--- config.mk ---
export PLATFORM = sky130hd
export DESIGN_NAME = sadp_array
export DESIGN_NICKNAME = d
export VERILOG_FILES = /design/src/rtl/sadp_pkg.sv /design/src/rtl/sadp_add_tree.sv /design/src/rtl/sadp_pe_row.sv /design/src/rtl/sadp_scan_ctrl.sv /design/src/rtl/sadp_array.sv
export SDC_FILE = /design/constraint.sdc
export NUM_CORES = 1
export LEC_CHECK = 0
export CORE_MARGIN = 2
export CORE_UTILIZATION = 35
export CTS_CLUSTER_DIAMETER = 120
export DETAILED_ROUTE_END_ITERATION = 7
export PLACE_DENSITY = 0.52
export REMOVE_ABC_BUFFERS = 1
export SYNTH_ARGS = -nofsm -noshare
export SYNTH_HDL_FRONTEND = slang
export SYNTH_HIERARCHICAL = 1
export SYNTH_SLANG_ARGS = --single-unit
--- constraint.sdc ---
create_clock -name clk -period 11.1 [get_ports clk]
set_clock_uncertainty 0.2 [all_clocks]
set_input_delay 2.775 -clock clk [delete_from_list [all_inputs] [get_ports clk]]
set_output_delay 2.775 -clock clk [all_outputs]
set_load 0.01 [all_outputs]
--- src/rtl/sadp_pkg.sv ---
// Shared pixel type and helper for the broadcast-row SAD array.
// Assumes unsigned 8-bit pixels throughout.
package sadp_pkg;
    localparam int PIX_W = 8;

    typedef logic [PIX_W-1:0] pix_t;

    // Absolute difference of two unsigned pixels.
    function automatic pix_t abs_diff(input pix_t a, input pix_t b);
        return (a > b) ? (a - b) : (b - a);
    endfunction
endpackage

--- src/rtl/sadp_add_tree.sv ---
// Combinational balanced binary adder tree over N unsigned inputs.
// Inputs are padded with zeros to the next power of two, and the result is
// OUT_W bits wide, which the caller sizes so that the sum cannot overflow.
module sadp_add_tree #(
    parameter int N     = 4,
    parameter int IN_W  = 8,
    parameter int OUT_W = 10
) (
    input  logic [N*IN_W-1:0] in_flat,
    output logic [OUT_W-1:0]  sum
);
    localparam int LV = (N > 1) ? $clog2(N) : 0;
    localparam int M  = 1 << LV;

    logic [OUT_W-1:0] node [2*M-1];

    genvar k;
    generate
        // Leaves: real inputs, then zero padding.
        for (k = 0; k < M; k++) begin : g_leaf
            if (k < N) begin : g_in
                assign node[M-1+k] = OUT_W'(in_flat[k*IN_W +: IN_W]);
            end else begin : g_pad
                assign node[M-1+k] = '0;
            end
        end
        // Internal nodes: each one sums its two children.
        for (k = 0; k < M-1; k++) begin : g_node
            assign node[k] = node[2*k+1] + node[2*k+2];
        end
    endgenerate

    assign sum = node[0];
endmodule

--- src/rtl/sadp_pe_row.sv ---
// One row of N processing elements. It holds one current-block row, takes
// the reference run from the port that belongs to the candidate column it
// is serving, reduces the N distortions to a row total and adds that to the
// partial SAD from the row above. The sum and the candidate tag are
// registered for the row below.
// Assumes that the candidate tag presented on in_* belongs to this row in
// this cycle.
module sadp_pe_row
    import sadp_pkg::*;
#(
    parameter int N     = 4,
    parameter int ROW   = 0,
    parameter int RIW   = 2,
    parameter int HW    = 2,
    parameter int VW    = 2,
    parameter int SAD_W = 12
) (
    input  logic                 clk,
    input  logic                 rst_n,
    input  logic                 busy,
    input  logic                 cur_we,
    input  logic [RIW-1:0]       cur_row,
    input  logic [N*PIX_W-1:0]   cur_data,
    input  logic [N*PIX_W-1:0]   ref0_data,
    input  logic [N*PIX_W-1:0]   ref1_data,
    input  logic                 in_vld,
    input  logic [HW-1:0]        in_h,
    input  logic [VW-1:0]        in_v,
    input  logic [SAD_W-1:0]     in_psum,
    output logic                 out_vld,
    output logic [HW-1:0]        out_h,
    output logic [VW-1:0]        out_v,
    output logic [SAD_W-1:0]     out_psum
);
    localparam int RS_W = PIX_W + ((N > 1) ? $clog2(N) : 0);

    logic [N*PIX_W-1:0] cur_q;
    logic [N*PIX_W-1:0] ref_sel;
    logic [N*PIX_W-1:0] dist_flat;
    logic [RS_W-1:0]    row_sad;

    // Store this PE row's current pixels; writes are ignored during a search.
    always_ff @(posedge clk) begin
        if (!rst_n) begin
            cur_q <= '0;
        end else if (cur_we && !busy && (cur_row == RIW'(ROW))) begin
            cur_q <= cur_data;
        end
    end

    // Port choice follows the parity of the candidate column served here.
    always_comb begin
        ref_sel = in_h[0] ? ref1_data : ref0_data;
    end

    genvar j;
    generate
        for (j = 0; j < N; j++) begin : g_pe
            // Distortion of PE j.
            assign dist_flat[j*PIX_W +: PIX_W] =
                abs_diff(cur_q[j*PIX_W +: PIX_W], ref_sel[j*PIX_W +: PIX_W]);
        end
    endgenerate

    sadp_add_tree #(
        .N     (N),
        .IN_W  (PIX_W),
        .OUT_W (RS_W)
    ) tree_i (
        .in_flat (dist_flat),
        .sum     (row_sad)
    );

    // Register the accumulated partial SAD and its tag for the next row down.
    always_ff @(posedge clk) begin
        if (!rst_n) begin
            out_vld  <= 1'b0;
            out_h    <= '0;
            out_v    <= '0;
            out_psum <= '0;
        end else begin
            out_vld  <= in_vld;
            out_h    <= in_h;
            out_v    <= in_v;
            out_psum <= in_psum + SAD_W'(row_sad);
        end
    end


    cur_hold_chk: assert property (@(posedge clk) disable iff (!rst_n)
        busy |=> $stable(cur_q));
endmodule

--- src/rtl/sadp_scan_ctrl.sv ---
// Candidate range controller. On an accepted start it walks the vertical
// offset fastest and then the horizontal one, issuing one candidate tag per
// cycle for the top PE row. It stays busy until the last result leaves the
// array, then emits a one-cycle done pulse.
// Assumes last_seen pulses exactly once per search, when the final
// candidate leaves the bottom row.
module sadp_scan_ctrl #(
    parameter int PH = 4,
    parameter int PV = 4,
    parameter int HW = 2,
    parameter int VW = 2
) (
    input  logic          clk,
    input  logic          rst_n,
    input  logic          start,
    input  logic          last_seen,
    output logic          busy,
    output logic          gen_vld,
    output logic [HW-1:0] gen_h,
    output logic [VW-1:0] gen_v,
    output logic          done
);
    logic gen_end;

    always_comb begin
        gen_end = (gen_h == HW'(PH-1)) && (gen_v == VW'(PV-1));
    end

    // Search sequencing: accept start when idle, advance the scan counters.
    always_ff @(posedge clk) begin
        if (!rst_n) begin
            busy    <= 1'b0;
            gen_vld <= 1'b0;
            gen_h   <= '0;
            gen_v   <= '0;
            done    <= 1'b0;
        end else begin
            done <= last_seen;
            if (!busy && start) begin
                busy    <= 1'b1;
                gen_vld <= 1'b1;
                gen_h   <= '0;
                gen_v   <= '0;
            end else begin
                if (last_seen) begin
                    busy <= 1'b0;
                end
                if (gen_vld) begin
                    if (gen_v == VW'(PV-1)) begin
                        gen_v <= '0;
                        if (gen_h == HW'(PH-1)) begin
                            gen_vld <= 1'b0;
                        end else begin
                            gen_h <= gen_h + 1'b1;
                        end
                    end else begin
                        gen_v <= gen_v + 1'b1;
                    end
                end
            end
        end
    end


    done_once_chk: assert property (@(posedge clk) disable iff (!rst_n)
        done |=> !done);


    start_ignored_chk: assert property (@(posedge clk) disable iff (!rst_n)
        (busy && start && !gen_vld) |=> !gen_vld);


    gen_gapless_chk: assert property (@(posedge clk) disable iff (!rst_n)
        (gen_vld && !gen_end) |=> gen_vld);
endmodule

--- src/rtl/sadp_array.sv ---
// Top of the broadcast-row partial-SAD block matcher. N PE rows form a
// vertical pipeline: row i serves candidate k-i in the cycle in which the
// scan controller issues candidate k, so the candidate tag simply travels
// down with the partial sum. Each row picks its reference port from the
// parity of its own candidate column.
// Assumes PV >= N-1, so that two columns sharing a port never overlap, and
// that the reference rows follow the schedule of R5.
module sadp_array
    import sadp_pkg::*;
#(
    parameter int N  = 4,
    parameter int PH = 4,
    parameter int PV = 4,
    localparam int RIW   = (N  > 1) ? $clog2(N)  : 1,
    localparam int HW    = (PH > 1) ? $clog2(PH) : 1,
    localparam int VW    = (PV > 1) ? $clog2(PV) : 1,
    localparam int SAD_W = PIX_W + ((N > 1) ? $clog2(N*N) : 0)
) (
    input  logic                 clk,
    input  logic                 rst_n,
    input  logic                 cur_we,
    input  logic [RIW-1:0]       cur_row,
    input  logic [N*PIX_W-1:0]   cur_data,
    input  logic                 start,
    input  logic [N*PIX_W-1:0]   ref0_data,
    input  logic [N*PIX_W-1:0]   ref1_data,
    output logic                 out_vld,
    output logic [HW-1:0]        out_h,
    output logic [VW-1:0]        out_v,
    output logic [SAD_W-1:0]     out_sad,
    output logic                 done
);
    logic             busy;
    logic             gen_vld;
    logic [HW-1:0]    gen_h;
    logic [VW-1:0]    gen_v;
    logic             out_last;

    logic             a_vld [N];
    logic [HW-1:0]    a_h   [N];
    logic [VW-1:0]    a_v   [N];
    logic [SAD_W-1:0] a_ps  [N];
    logic             s_vld [N];
    logic [HW-1:0]    s_h   [N];
    logic [VW-1:0]    s_v   [N];
    logic [SAD_W-1:0] s_ps  [N];

    sadp_scan_ctrl #(
        .PH (PH),
        .PV (PV),
        .HW (HW),
        .VW (VW)
    ) ctrl_i (
        .clk       (clk),
        .rst_n     (rst_n),
        .start     (start),
        .last_seen (out_last),
        .busy      (busy),
        .gen_vld   (gen_vld),
        .gen_h     (gen_h),
        .gen_v     (gen_v),
        .done      (done)
    );

    genvar i;
    generate
        for (i = 0; i < N; i++) begin : g_row
            // Row inputs: the controller feeds the top row, the row above feeds the rest.
            if (i == 0) begin : g_top
                assign a_vld[i] = gen_vld;
                assign a_h[i]   = gen_h;
                assign a_v[i]   = gen_v;
                assign a_ps[i]  = '0;
            end else begin : g_mid
                assign a_vld[i] = s_vld[i-1];
                assign a_h[i]   = s_h[i-1];
                assign a_v[i]   = s_v[i-1];
                assign a_ps[i]  = s_ps[i-1];
            end

            sadp_pe_row #(
                .N     (N),
                .ROW   (i),
                .RIW   (RIW),
                .HW    (HW),
                .VW    (VW),
                .SAD_W (SAD_W)
            ) row_i (
                .clk       (clk),
                .rst_n     (rst_n),
                .busy      (busy),
                .cur_we    (cur_we),
                .cur_row   (cur_row),
                .cur_data  (cur_data),
                .ref0_data (ref0_data),
                .ref1_data (ref1_data),
                .in_vld    (a_vld[i]),
                .in_h      (a_h[i]),
                .in_v      (a_v[i]),
                .in_psum   (a_ps[i]),
                .out_vld   (s_vld[i]),
                .out_h     (s_h[i]),
                .out_v     (s_v[i]),
                .out_psum  (s_ps[i])
            );
        end

        // rows that share a port in one cycle must serve the same column.
        for (i = 0; i < N; i++) begin : g_pa
            for (genvar jj = i + 1; jj < N; jj++) begin : g_pb
                port_share_chk: assert property (@(posedge clk) disable iff (!rst_n)
                    (a_vld[i] && a_vld[jj] && (a_h[i][0] == a_h[jj][0]))
                        |-> (a_h[i] == a_h[jj]));
            end
        end
    endgenerate

    // Bottom-row results go straight out.
    always_comb begin
        out_vld  = s_vld[N-1];
        out_h    = s_h[N-1];
        out_v    = s_v[N-1];
        out_sad  = s_ps[N-1];
        out_last = out_vld && (out_h == HW'(PH-1)) && (out_v == VW'(PV-1));
    end


    out_gapless_chk: assert property (@(posedge clk) disable iff (!rst_n)
        (out_vld && !out_last) |=> out_vld);


    done_after_last_chk: assert property (@(posedge clk) disable iff (!rst_n)
        done |-> $past(out_last));


    out_order_chk: assert property (@(posedge clk) disable iff (!rst_n)
        (out_vld && $past(out_vld) && !$past(out_last)) |->
            ((out_h == $past(out_h) && out_v == $past(out_v) + 1'b1) ||
             (out_v == '0 && out_h == $past(out_h) + 1'b1)));
endmodule

## Yosys cells after proc, flatten, opt, wreduce, memory -nomap -nowiden

Index checks and enable logic that the tools add are counted.

| storage, ports and cells | value |
|---|---|
| bits in registers | 203 |
| bits of input ports | 102 |
| word-level logic and storage cells | 140 |

| operators by class | value |
|---|---|
| add/sub/neg operators | 49 |
| $lt $le $gt $ge | 16 |
| equality and inequality tests | 7 |
| multiplexer cells | 27 |
| bitwise operators | 2 |
| reductions and logical operators | 13 |

Operators by type and width:

| kind | number |
|---|---|
| $sub A8 B8 Y8 | 32 |
| $gt A8 B8 Y1 | 16 |
| $mux W32 | 4 |
| $mux W8 | 16 |
| $add A8 B8 Y9 | 8 |
| $add A9 B9 Y10 | 4 |
| $add A12 B10 Y12 | 3 |
| $eq A2 B2 Y1 const B | 6 |
| $logic_and A1 B1 Y1 | 8 |
| $mux W1 | 6 |
| $add A2 B1 Y2 const B | 2 |
| $reduce_and A3 Y1 | 1 |
| $eq A2 B1 Y1 const B | 1 |
| $logic_not A2 Y1 | 1 |
| $mux W2 | 1 |
| $not A1 Y1 | 2 |
| $reduce_bool A2 Y1 | 1 |
| $reduce_or A2 Y1 | 1 |
| $logic_not A1 Y1 | 1 |

## Depth between registers and ports, before layout

Gate-level depths: netlist of run 1.

| depth | value |
|---|---|
| depth in word-level cells | 6 |
| gate-level depth with buffers | 29 |
| depth with buffers taken out | 26 |

## Hierarchy

Netlist of run 1, hierarchy kept.

By module, submodules not included:

| module | times used | cells an instance | area each (um^2) | seq. area each (um^2) |
|---|---|---|---|---|
| sadp_pe_row at g_row[2].row_i | 1 | 639 | 5200.0 | 980.9 |
| sadp_pe_row at g_row[3].row_i | 1 | 638 | 5198.7 | 980.9 |
| sadp_pe_row at g_row[1].row_i | 1 | 607 | 5103.6 | 980.9 |
| sadp_pe_row at g_row[0].row_i | 1 | 600 | 5064.9 | 980.9 |
| sadp_add_tree at g_row[1].row_i.tree_i ... | 2 | 96 | 822.0 | 0.0 |
| sadp_add_tree at g_row[3].row_i.tree_i | 1 | 95 | 820.8 | 0.0 |
| sadp_add_tree at g_row[0].row_i.tree_i | 1 | 94 | 819.5 | 0.0 |
| sadp_scan_ctrl | 1 | 28 | 284.0 | 140.1 |
| sadp_array | 1 | 4 | 16.3 | 0.0 |

## Worst setup path after synthesis of run 1

No wires, ideal clock.

| timing path | value |
|---|---|
| kind | input to register |
| start point | input port ref1_data[8] |
| end point | register g_row[3].row_i.out_psum[8] |
| arrival | 8.318 ns |
| required time | 10.785 ns |
| slack | 2.467 ns |
| stages on the path | 27 |
| buffers on the path | 1 |
| path through | mux2i_1 > inv_1 > ha_1 > fa_1 > nor2b_1 > o2111ai_1 > a41oi_4 > mux2i_1 > inv_1 > fa_1 > nor2b_1 > nor3_1 > o31a_1 > xnor2_1 > fa_1 > ha_1 > inv_1 > nor3_1 > a311o_1 > a311o_1 > ha_1 > clkbuf_1 > a21o_1 > a21o_1 > a41oi_1 > xnor2_1 > and2_1 |

| on the way | value |
|---|---|
| cells in the longest elaborated chain, start to end | 6 |
| elaborated cells on any way between the ends | 8 |

Ends and longest elaborated chain:

| what | line | RTL |
|---|---|---|
| from (decl) | sadp_array.sv:26 | `input logic [N*PIX_W-1:0] ref1_data,` |
| $mux W32 * | sadp_pe_row.sv:53 | `ref_sel = in_h[0] ? ref1_data : ref0_data;` |
| $sub A8 B8 Y8 / $gt A8 B8 Y1 (equally long branches) | sadp_pkg.sv:10 | `return (a > b) ? (a - b) : (b - a);` |
| $mux W8 * | sadp_pkg.sv:10 |  |
| net g_row[3].row_i.dist_flat[9] | sadp_pe_row.sv:39 | `logic [N*PIX_W-1:0] dist_flat;` |
| $add A8 B8 Y9 * | sadp_add_tree.sv:29 | `assign node[k] = node[2*k+1] + node[2*k+2];` |
| $add A9 B9 Y10 * | sadp_add_tree.sv:29 |  |
| net g_row[3].row_i.row_sad[6] | sadp_pe_row.sv:40 | `logic [RS_W-1:0] row_sad;` |
| $add A12 B10 Y12 * | sadp_pe_row.sv:85 | `out_psum <= in_psum + SAD_W'(row_sad);` |
| to (signal assigned) | sadp_pe_row.sv:85 |  |
| to (decl) | sadp_pe_row.sv:33 | `output logic [SAD_W-1:0] out_psum` |

The timed path passes the listed nets; every way through them passes the cells marked *.
A chain may end at the register's enable or synchronous reset.

## Worst setup path in the final report of run 1

| timing path | value |
|---|---|
| start point | input port ref1_data[9] |
| end point | register g_row[2].row_i.out_psum[9] |

| on the way | value |
|---|---|
| cells in the longest elaborated chain, start to end | 6 |
| elaborated cells on any way between the ends | 8 |

Ends and longest elaborated chain:

| what | line |
|---|---|
| $mux W32 * | sadp_pe_row.sv:53 |
| $sub A8 B8 Y8 / $gt A8 B8 Y1 (equally long branches) | sadp_pkg.sv:10 |
| $mux W8 * | sadp_pkg.sv:10 |
| net g_row[2].row_i.dist_flat[9] | sadp_pe_row.sv:39 |
| $add A8 B8 Y9 * | sadp_add_tree.sv:29 |
| $add A9 B9 Y10 * | sadp_add_tree.sv:29 |
| net g_row[2].row_i.row_sad[6] | sadp_pe_row.sv:40 |
| $add A12 B10 Y12 * | sadp_pe_row.sv:85 |
| to (signal assigned) | sadp_pe_row.sv:85 |
| to (decl) | sadp_pe_row.sv:33 |

Marked as above.

==> flow_metrics.env, run 1 <==
export IMPL_comb_power_share_pct=69.4
export IMPL_hold_ws_ns=0.231
export IMPL_area_delta_synth_final_pct=12.5
export IMPL_cp_start_kind="input port"
export IMPL_gp_congestion=0.901
export IMPL_detail_route_first_pass_iterations=5
export IMPL_core_area_um2=68500
export IMPL_antenna_found_initial=0
export IMPL_power_leakage_nw=11.8
export IMPL_ir_drop_v=0.000242
export IMPL_post_cts_buffers=0
export IMPL_yosysSeqAreaShare_pct=16.8
export IMPL_htreeDepth=1
export IMPL_hold_path_class="flip-flop to flip-flop"
export IMPL_clock_path_buffers=3
export IMPL_cp_required_ns=11.40
export IMPL_synthMostInstantiatedCell="nand2_1"
export IMPL_routed_via_density=5.29
export IMPL_worst_pin_slew_ns=0.774
export IMPL_seq_power_share_pct=14.1
export IMPL_power_switching_mw=2.88
export IMPL_maxCapViolCount=0
export IMPL_syn_avg_cell_area_um2=8.34
export IMPL_powerDensity_nw_per_um2=233
export IMPL_switching_share_pct=45.5
export IMPL_synth_seq_cells=203
export IMPL_clkPwrFrac_pct=16.5
export IMPL_slew_violations=0
export IMPL_root_buffer="clkbuf_16"
export IMPL_drtAntennaViolNets=0
export IMPL_path_class="input port to flip-flop"
export IMPL_synth_area_leaders="ha_1 (19%), dfxtp_1 (17%), mux2i_1 (10%), fa_1 (6.3%), nand2_1 (5.9%)"
export IMPL_vias=20400
export IMPL_hold_viol=0
export IMPL_grt_pass1_wl_um=113000
export IMPL_synthesis_area_um2=24200
export IMPL_numClockSinks=203
export IMPL_layout_nets=3495
export IMPL_slowest_stage="clkdlybuf4s50_1"
export IMPL_status="finished, final reports clean"
export IMPL_grt_pass1_vias=19600
export IMPL_drtIter0Drc=1060
export IMPL_grt_start_max_net_pins=97
export IMPL_synth_top_area_share_pct=18.8
export IMPL_fin_crit_ns=9.59
export IMPL_cts_tree="yes"
export IMPL_port_buffers=119
export IMPL_grtUsageTotal_pct=20.1
export IMPL_die_y_um=267
export IMPL_rsz0062_at_grt="false"
export IMPL_drive_above_1_share_pct=4.33
export IMPL_cts_hold_repair_buffers=0
export IMPL_maxSlewHeadroom_pct=48.4
export IMPL_start_util_pct=35.3
export IMPL_fmax_ghz=0.104
export IMPL_synth_edf_count=0
export IMPL_drt_total_wl_um=73000
export IMPL_cts_buffers_inserted=29
export IMPL_drc=0
export IMPL_setup_tns_final_ns=0
export IMPL_yosysWarnings=6
export IMPL_clk_latency_ns=0.59
export IMPL_synthArstFlopShare_pct=0
export IMPL_die_area_um2=71100
export IMPL_p_int_mw=3.45
export IMPL_synthDistinctLibCells=83
export IMPL_wl_per_cell_um=18.9
export IMPL_rows=96
export IMPL_n_fill_cell=6943
export IMPL_max_stage_delay_ns=0.47
export IMPL_io_pins=120
export IMPL_clkSlewWorstSetupHoldPaths_ns=0.05
export IMPL_synth_cells=2897
export IMPL_hpwl_um=59200
export IMPL_cp_max_fo=7
export IMPL_synthFlopType="dfxtp_1"
export IMPL_critPathArrivalTime_ns=9.88
export IMPL_grt_overflow_total=0
export IMPL_die_x_um=267
export IMPL_setup_violations=0
export IMPL_post_cts_resized=0
export IMPL_synth_largest_area_cell="ha_1"
export IMPL_yosys_top_cells_count="nand2_1 (381), ha_1 (362), inv_1 (284)"
export IMPL_min_period_over_period_pct=86.4
export IMPL_worstSetupEndpointType="flip-flop"
[cells by family after synthesis]
family                   after synthesis  synth area share, %
AO/OA/AOI/OAI                        718                 20.8
XOR/XNOR                             141                 5.11
adder cells (fa/ha/maj)              438                 25.1
buffers and inverters                405                 6.72
flip-flops                           203                 16.8
multiplexers                         249                 10.4
other                                  1               0.0155
AND/OR/NAND/NOR                      742                 15.1
[flip-flops by register name, indices dropped and copies added (netlist names)]
name and flops:
g_row.row_i/cur_q 128, g_row.row_i/out_psum 48, g_row.row_i/out_h 8, g_row.row_i/out_v 8, g_row.row_i/out_vld 4, ctrl_i/gen_h 2, ctrl_i/gen_v 2, ctrl_i/busy 1
ctrl_i/done 1, ctrl_i/gen_vld 1
[worst max-delay path, delay by kind of cell]
family	cells	cell delay (ns)
AO/OA/AOI/OAI	10	2.29
adder cells (fa/ha/maj)	5	2.12
multiplexers	3	1.06
buffers and inverters	3	0.75
AND/OR/NAND/NOR	4	0.63
XOR/XNOR	1	0.26
[final timing paths]
kind / startpoint / endpoint / slack [ns] / cells past startpoint
max: ref1_data[9] / g_row[2].row_i/out_psum[9] / 1.51 / 26
min: g_row[2].row_i/out_vld / g_row[3].row_i/out_vld / 0.23 / 1
max reg2reg: g_row[1].row_i/out_h[0] / g_row[2].row_i/out_psum[9] / 3.07 / 26
min reg2reg: g_row[2].row_i/out_vld / g_row[3].row_i/out_vld / 0.23 / 1
[per-layer routing]
layer | global-route usage, % | part of all wire (%) | vias to the layer above
met5 | 0 | 0 | -
met2 | 33.1 | 46 | 393
met3 | 2.00 | 4.2 | 71
li1 | - | - | 10200
met1 | 28.5 | 48 | 9748
met4 | 3.99 | 1.6 | 0
[stage by stage]
| stage | instance area, um^2 | total power [mW] | cells | worst slack [ns] | utilization (%) |
|---|---|---|---|---|---|
| final | 27200 | 6.34 | 3860 | 1.51 | 39.7 |
| after global routing | 27200 | 6.92 | 3859 | 1.13 | 39.7 |
| after CTS | 27200 | 6.33 | 3859 | 1.65 | 39.7 |
| after detailed placement | 26100 | 5.25 | 3806 | 1.04 | 38.1 |
| after global placement | 26100 | 5.17 | 3806 | 1.16 | 38.1 |
| after floorplan | 23700 | 4.27 | 2792 | 2.52 | - |
[layout make-up]
class	instances	area [um^2]	area share [%]
Multi-Input combinational cell	2305	18600	68.3
Sequential cell	203	4070	15.0
Timing Repair Buffer	132	1290	4.75
Tap cell	882	1100	4.06
Inverter	284	1070	3.92
Clock buffer	39	853	3.14
Clock inverter	14	219	0.806
Antenna cell	1	2.50	0.00921
[cell usage in the layout, fill, tap and decap left out, types with 93 or more instances in the layout]
master           Yosys  layout
a21oi_1            149     149
o21ai_0             97      97
nand2_1            381     381
a21boi_0           134     134
inv_1              284     284
mux2i_1            245     245
clkdlybuf4s50_1      0     118
a21o_1              93      93
dfxtp_1            203     199
ha_1               362     362
[power by group through the flow]
stage                     logic, mW  clock network [mW]  registers [mW]
after floorplan                3.38                   0           0.896
after global placement         4.27                   0           0.909
after detailed placement       4.34                   0           0.909
after CTS                      4.36                1.08           0.894
after global routing           4.91                1.11           0.903
final                          4.40                1.05           0.893
No activity file was read; power rests on OpenSTA's default activity.
==> inputs of run 2 (changes only) <==
--- a/config.mk
+++ b/config.mk
@@ -5,7 +5,6 @@
 export SDC_FILE = /design/constraint.sdc
 export NUM_CORES = 1
 export LEC_CHECK = 0
-export CORE_MARGIN = 2
 export CORE_UTILIZATION = 35
 export CTS_CLUSTER_DIAMETER = 120
 export DETAILED_ROUTE_END_ITERATION = 7
==> run 2 against run 1 <==
Against the previous run:
- setup slack improved by 0.071 ns
- flip-flop and latch count did not move
- cell count fell by 0.21%
- critical path type unchanged
==> flow_metrics.env, run 2 (synthesized netlist as in run 1, its figures left out) <==
export IMPL_root_buffer="clkbuf_16"
export IMPL_mostFrequentLayoutCell="nand2_1"
export IMPL_worstSetupEndpointType="flip-flop"
export IMPL_wl_per_cell_um=18.9
export IMPL_status="finished, final reports clean"
export IMPL_cp_required_ns=11.39
export IMPL_clock_path_buffers=3
export IMPL_drt_total_wl_um=72900
export IMPL_path_class="input port to flip-flop"
export IMPL_top_usage_layer="met2"
export IMPL_drtIter0Drc=1188
export IMPL_cp_start_kind="input port"
export IMPL_met2_usage_pct=33.0
export IMPL_post_cts_buffers=0
export IMPL_hold_path_class="flip-flop to flip-flop"
export IMPL_io_pins=120
export IMPL_detail_route_first_pass_iterations=5
export IMPL_die_x_um=265
export IMPL_cts_buffers_inserted=29
export IMPL_n_fill_cell=6932
export IMPL_slew_violations=0
export IMPL_start_util_pct=35.6
export IMPL_largest_reg_flops=128
export IMPL_slowest_stage="clkdlybuf4s50_1"
export IMPL_ir_drop_v=0.000224
export IMPL_min_period_over_period_pct=85.7
export IMPL_critPathTopFamily="adder cells"
export IMPL_cp_num_buf_inv=3
export IMPL_hpwl_um=59300
export IMPL_clk_latency_ns=0.59
export IMPL_reg_top3="g_row.row_i/cur_q (128), g_row.row_i/out_psum (48)"
export IMPL_numClockSinks=203
export IMPL_htreeDepth=1
export IMPL_cts_hold_repair_buffers=0
export IMPL_powerDensity_nw_per_um2=233
export IMPL_vias=20500
export IMPL_final_cell_count_no_fill=3852
export IMPL_grt_pass1_vias=19800
export IMPL_met1_usage_pct=28.5
export IMPL_post_cts_resized=0
export IMPL_fin_crit_ns=9.52
export IMPL_area_delta_synth_final_pct=12.4
export IMPL_gp_congestion=0.883
export IMPL_routed_via_density=5.33
export IMPL_clkSlewWorstSetupHoldPaths_ns=0.06
export IMPL_grt_start_max_net_pins=96
export IMPL_drc=0
export IMPL_die_y_um=265
export IMPL_grt_pass1_wl_um=113000
export IMPL_multiInputGateArea_um2=18600
export IMPL_cp_max_fo=7
export IMPL_largest_register="g_row.row_i/cur_q"
export IMPL_rows=95
export IMPL_antenna_found_initial=3
export IMPL_fmax_ghz=0.105
export IMPL_cts_tree="yes"
export IMPL_core_area_um2=67800
export IMPL_power_leakage_nw=11.8
export IMPL_layout_nets=3495
export IMPL_port_buffers=119
export IMPL_grt_overflow_total=0
export IMPL_setup_tns_final_ns=0
export IMPL_drtAntennaViolNets=0
export IMPL_final_cell_mix="nand2_1 (381), ha_1 (362), inv_1 (284)"
export IMPL_hold_viol=0
export IMPL_setup_violations=0
export IMPL_drive_above_1_share_pct=4.23
export IMPL_die_area_um2=70100
export IMPL_rsz0062_at_grt="false"
export IMPL_critPathArrivalTime_ns=9.80
export IMPL_place_inst=3797
export IMPL_grtUsageTotal_pct=20.3
export IMPL_maxSlewHeadroom_pct=47.6
export IMPL_max_stage_delay_ns=0.48
export IMPL_use_met3_pct=2.16
export IMPL_maxCapViolCount=0
export IMPL_worst_pin_slew_ns=0.786
export IMPL_regArea_um2=4070
[run 2: cell type report]
cell class	count	area share [%]
Inverter	284	3.93
Timing Repair Buffer	132	4.75
Clock inverter	16	0.950
Sequential cell	203	15.0
Antenna cell	3	0.0277
Clock buffer	36	2.92
Multi-Input combinational cell	2305	68.4
Tap cell	873	4.03
[run 2: worst register-to-register path, stage by stage (launching register included)]
cell and delay (ns):
dfxtp_2 0.50, buf_4 0.48, mux2i_1 0.60, inv_1 0.19, fa_1 0.45, nor2b_1 0.16
o2111ai_1 0.22, a41oi_4 0.45, mux2i_1 0.36, inv_1 0.11, fa_1 0.44, nor2b_1 0.16
nor3_1 0.06, o31a_1 0.31, xnor2_1 0.28, fa_1 0.47, ha_1 0.38, nor3b_1 0.16
a31oi_1 0.14, o21ai_0 0.11, a311o_1 0.28, ha_1 0.39, a21o_1 0.24, a21o_1 0.20
a21oi_1 0.14, o21ai_0 0.12, mux2i_1 0.26
[run 2: per-stage QoR]
step	util (%)	power (mW)	worst slack (ns)	area [um^2]	hold WS, ns
finish	40.1	6.32	1.58	27100	0.240
global route	40.1	6.91	1.17	27100	0.253
CTS	40.0	6.32	1.64	27100	0.245
detailed placement	38.5	5.24	1.02	26100	0.223
global placement	38.5	5.18	1.14	26100	0.219
floorplan	-	4.27	2.52	23700	0.212
[run 2: power breakdown]
part | switching [mW] | internal, mW | total [mW]
combinational | 2.44 | 1.95 | 4.39
sequential | 0.0532 | 0.842 | 0.895
clock | 0.390 | 0.645 | 1.03
total | 2.88 | 3.44 | 6.32
[run 2: metal layers]
layer  vias up  share of wire, %
met3        80               4.5
li1      10200                 -
met1      9832                48
met5         -                 0
met2       409                45
met4         0               2.1
[run 2: final timing paths]
path | slack, ns | depth (start not counted) | start | endpoint
worst min-delay path | 0.24 | 1 | g_row[0].row_i/out_vld | g_row[1].row_i/out_vld
worst max register to register | 3.14 | 26 | g_row[1].row_i/out_h[0] | g_row[2].row_i/out_psum[9]
worst min register to register | 0.24 | 1 | g_row[0].row_i/out_vld | g_row[1].row_i/out_vld
worst max-delay path | 1.58 | 27 | ref1_data[8] | g_row[2].row_i/out_psum[9]
==> inputs of run 3 (changes only) <==
--- a/config.mk
+++ b/config.mk
@@ -5,9 +5,11 @@
 export SDC_FILE = /design/constraint.sdc
 export NUM_CORES = 1
 export LEC_CHECK = 0
+export CORE_MARGIN = 1
 export CORE_UTILIZATION = 35
 export CTS_CLUSTER_DIAMETER = 120
 export DETAILED_ROUTE_END_ITERATION = 7
+export MAX_ROUTING_LAYER = met4
 export PLACE_DENSITY = 0.52
 export REMOVE_ABC_BUFFERS = 1
 export SYNTH_ARGS = -nofsm -noshare
==> run 3 against run 2 <==
Against the previous run:
- combinational power about the same
- highest routed layer unchanged
- register-to-register slack better by 0.04 ns
- total power down 1.8%
- clock power down 13%
- setup slack better by 0.033 ns
- global-route usage up 0.76 points
- flip-flop and latch count unchanged
==> flow_metrics.env, run 3 (synthesized netlist as in run 1, its figures left out) <==
export IMPL_status="finished, final reports clean"
export IMPL_grt_pass1_wl_um=113000
export IMPL_layout_nets=3494
export IMPL_min_period_over_period_pct=85.4
export IMPL_reg_top3="g_row.row_i/cur_q (128), g_row.row_i/out_psum (48)"
export IMPL_powerDensity_nw_per_um2=230
export IMPL_antenna_found_initial=1
export IMPL_cp_start_kind="input port"
export IMPL_htreeDepth=1
export IMPL_port_buffers=119
export IMPL_root_buffer="clkbuf_16"
export IMPL_cts_tree="yes"
export IMPL_drc=0
export IMPL_clkSlewWorstSetupHoldPaths_ns=0.05
export IMPL_post_route_worst_setup_slack_ns=1.62
export IMPL_post_cts_resized=0
export IMPL_power_leakage_nw=11.7
export IMPL_wl_per_cell_um=19.0
export IMPL_hpwl_um=59700
export IMPL_hold_ws_ns=0.237
export IMPL_mostFrequentLayoutCell="nand2_1"
export IMPL_die_y_um=265
export IMPL_fmax_ghz=0.105
export IMPL_gp_congestion=0.904
export IMPL_place_ws_ns=1.08
export IMPL_setup_tns_final_ns=0
export IMPL_final_cell_mix="nand2_1 (381), ha_1 (362), inv_1 (284)"
export IMPL_cts_hold_repair_buffers=0
export IMPL_slew_violations=0
export IMPL_maxCapViolCount=0
export IMPL_path_class="input port to flip-flop"
export IMPL_ir_drop_v=0.000248
export IMPL_clock_path_buffers=3
export IMPL_cp_max_fo=8
export IMPL_grt_start_max_net_pins=91
export IMPL_final_cell_count_no_fill=3845
export IMPL_routed_via_density=5.28
export IMPL_area_delta_synth_final_pct=11.7
export IMPL_worst_pin_slew_ns=0.756
export IMPL_die_x_um=265
export IMPL_grt_pass1_vias=19800
export IMPL_largest_register="g_row.row_i/cur_q"
export IMPL_clk_latency_ns=0.60
export IMPL_critPathArrivalTime_ns=9.78
export IMPL_cts_buffers_inserted=28
export IMPL_grtUsageTotal_pct=21.1
export IMPL_largest_reg_flops=128
export IMPL_reg2regPathDepth=26
export IMPL_timing_rr_end="g_row[2].row_i/out_psum[9]"
export IMPL_drtIter0Drc=1174
export IMPL_drtAntennaViolNets=0
export IMPL_rows=95
export IMPL_place_inst=3797
export IMPL_start_util_pct=35.6
export IMPL_drt_total_wl_um=73200
export IMPL_hold_viol=0
export IMPL_vias=20300
export IMPL_numClockSinks=203
export IMPL_hold_path_class="flip-flop to flip-flop"
export IMPL_fin_crit_ns=9.48
export IMPL_grt_overflow_total=0
export IMPL_endpoint="g_row[2].row_i/out_psum[9]"
export IMPL_worstSetupEndpointType="flip-flop"
export IMPL_r2r_setup_slack_ns=3.18
export IMPL_post_cts_buffers=0
export IMPL_fin_util_pct=39.8
export IMPL_detail_route_first_pass_iterations=5
export IMPL_startpoint="ref1_data[12]"
export IMPL_setup_violations=0
export IMPL_r2r_start="g_row[1].row_i/out_h[0]"
export IMPL_rsz0062_at_grt="false"
export IMPL_io_pins=120
export IMPL_die_area_um2=70100
export IMPL_drive_above_1_share_pct=4.07
export IMPL_core_area_um2=67800
export IMPL_cp_required_ns=11.40
export IMPL_maxSlewHeadroom_pct=49.6
run 3: changes by cell type in the layout (fill, tap and decap cells not counted):
cell / before / now
bufinv_16: 6 / 1
clkinv_4: 2 / 0
diode_2: 3 / 1
clkbuf_16: 29 / 28
clkbuf_8: 4 / 5
clkinv_16: 0 / 1
clkinv_2: 5 / 6
inv_16: 1 / 0
inv_6: 0 / 1
run 3: area by class of cell:
type | instances | area, um^2
diodes | 1 | 2.50
clock buffers | 36 | 781
clock inverters | 11 | 114
fillers | 6897 | 40800
inverters | 284 | 1070
multi-input cells | 2305 | 18600
flip-flops and latches | 203 | 4070
well taps | 873 | 1090
repair buffers | 132 | 1290
run 3: per-layer routing:
layer	routed length [um]	share of wire [%]	GRT usage, %	vias up
li1	-	-	-	10200
met1	36400	50	29.2	9672
met2	32600	45	33.1	358
met3	2550	3.5	1.58	75
met4	1640	2.2	5.12	0
met5	0	0	-	-
run 3: per-stage QoR:
stage	instance area, um^2	power, mW
after floorplan	23700	4.27
after global placement	26100	5.19
after detailed placement	26100	5.27
after CTS	27000	6.20
after global routing	27000	6.78
final	27000	6.21
run 3: worst max-delay path, cell delays in order:
cell             delay, ns
clkdlybuf4s50_1       0.48
mux2i_1               0.51
inv_1                 0.09
ha_1                  0.40
and4_1                0.27
a22o_1                0.28
a41oi_4               0.35
mux2i_1               0.39
inv_1                 0.10
fa_1                  0.44
nor2b_1               0.16
nor3_1                0.06
o31a_1                0.32
xnor2_1               0.26
fa_1                  0.47
ha_1                  0.38
nor3b_1               0.17
a31oi_1               0.14
o21ai_0               0.10
a311o_1               0.28
ha_1                  0.38
a21o_1                0.24
a21o_1                0.20
a21oi_1               0.15
o21ai_0               0.12
mux2i_1               0.25
run 3: how the worst min path moves through the flow:
stage	start	end	depth (start not counted)
after global routing	g_row[2].row_i/out_h[1]	g_row[3].row_i/out_h[1]	1
after detailed placement	g_row[0].row_i/out_vld	g_row[1].row_i/out_vld	1
after global placement	g_row[0].row_i/out_v[0]	g_row[1].row_i/out_v[0]	1
after floorplan	g_row[0].row_i/out_h[1]	g_row[1].row_i/out_h[1]	1
after CTS	g_row[0].row_i/out_vld	g_row[1].row_i/out_vld	1
final	g_row[0].row_i/out_vld	g_row[1].row_i/out_vld	1
run 3: power breakdown:
group	internal [mW]	switching [mW]	total [mW]
Clock	0.517	0.374	0.891
Sequential	0.842	0.0537	0.896
Combinational	1.96	2.46	4.42
Total	3.32	2.89	6.21
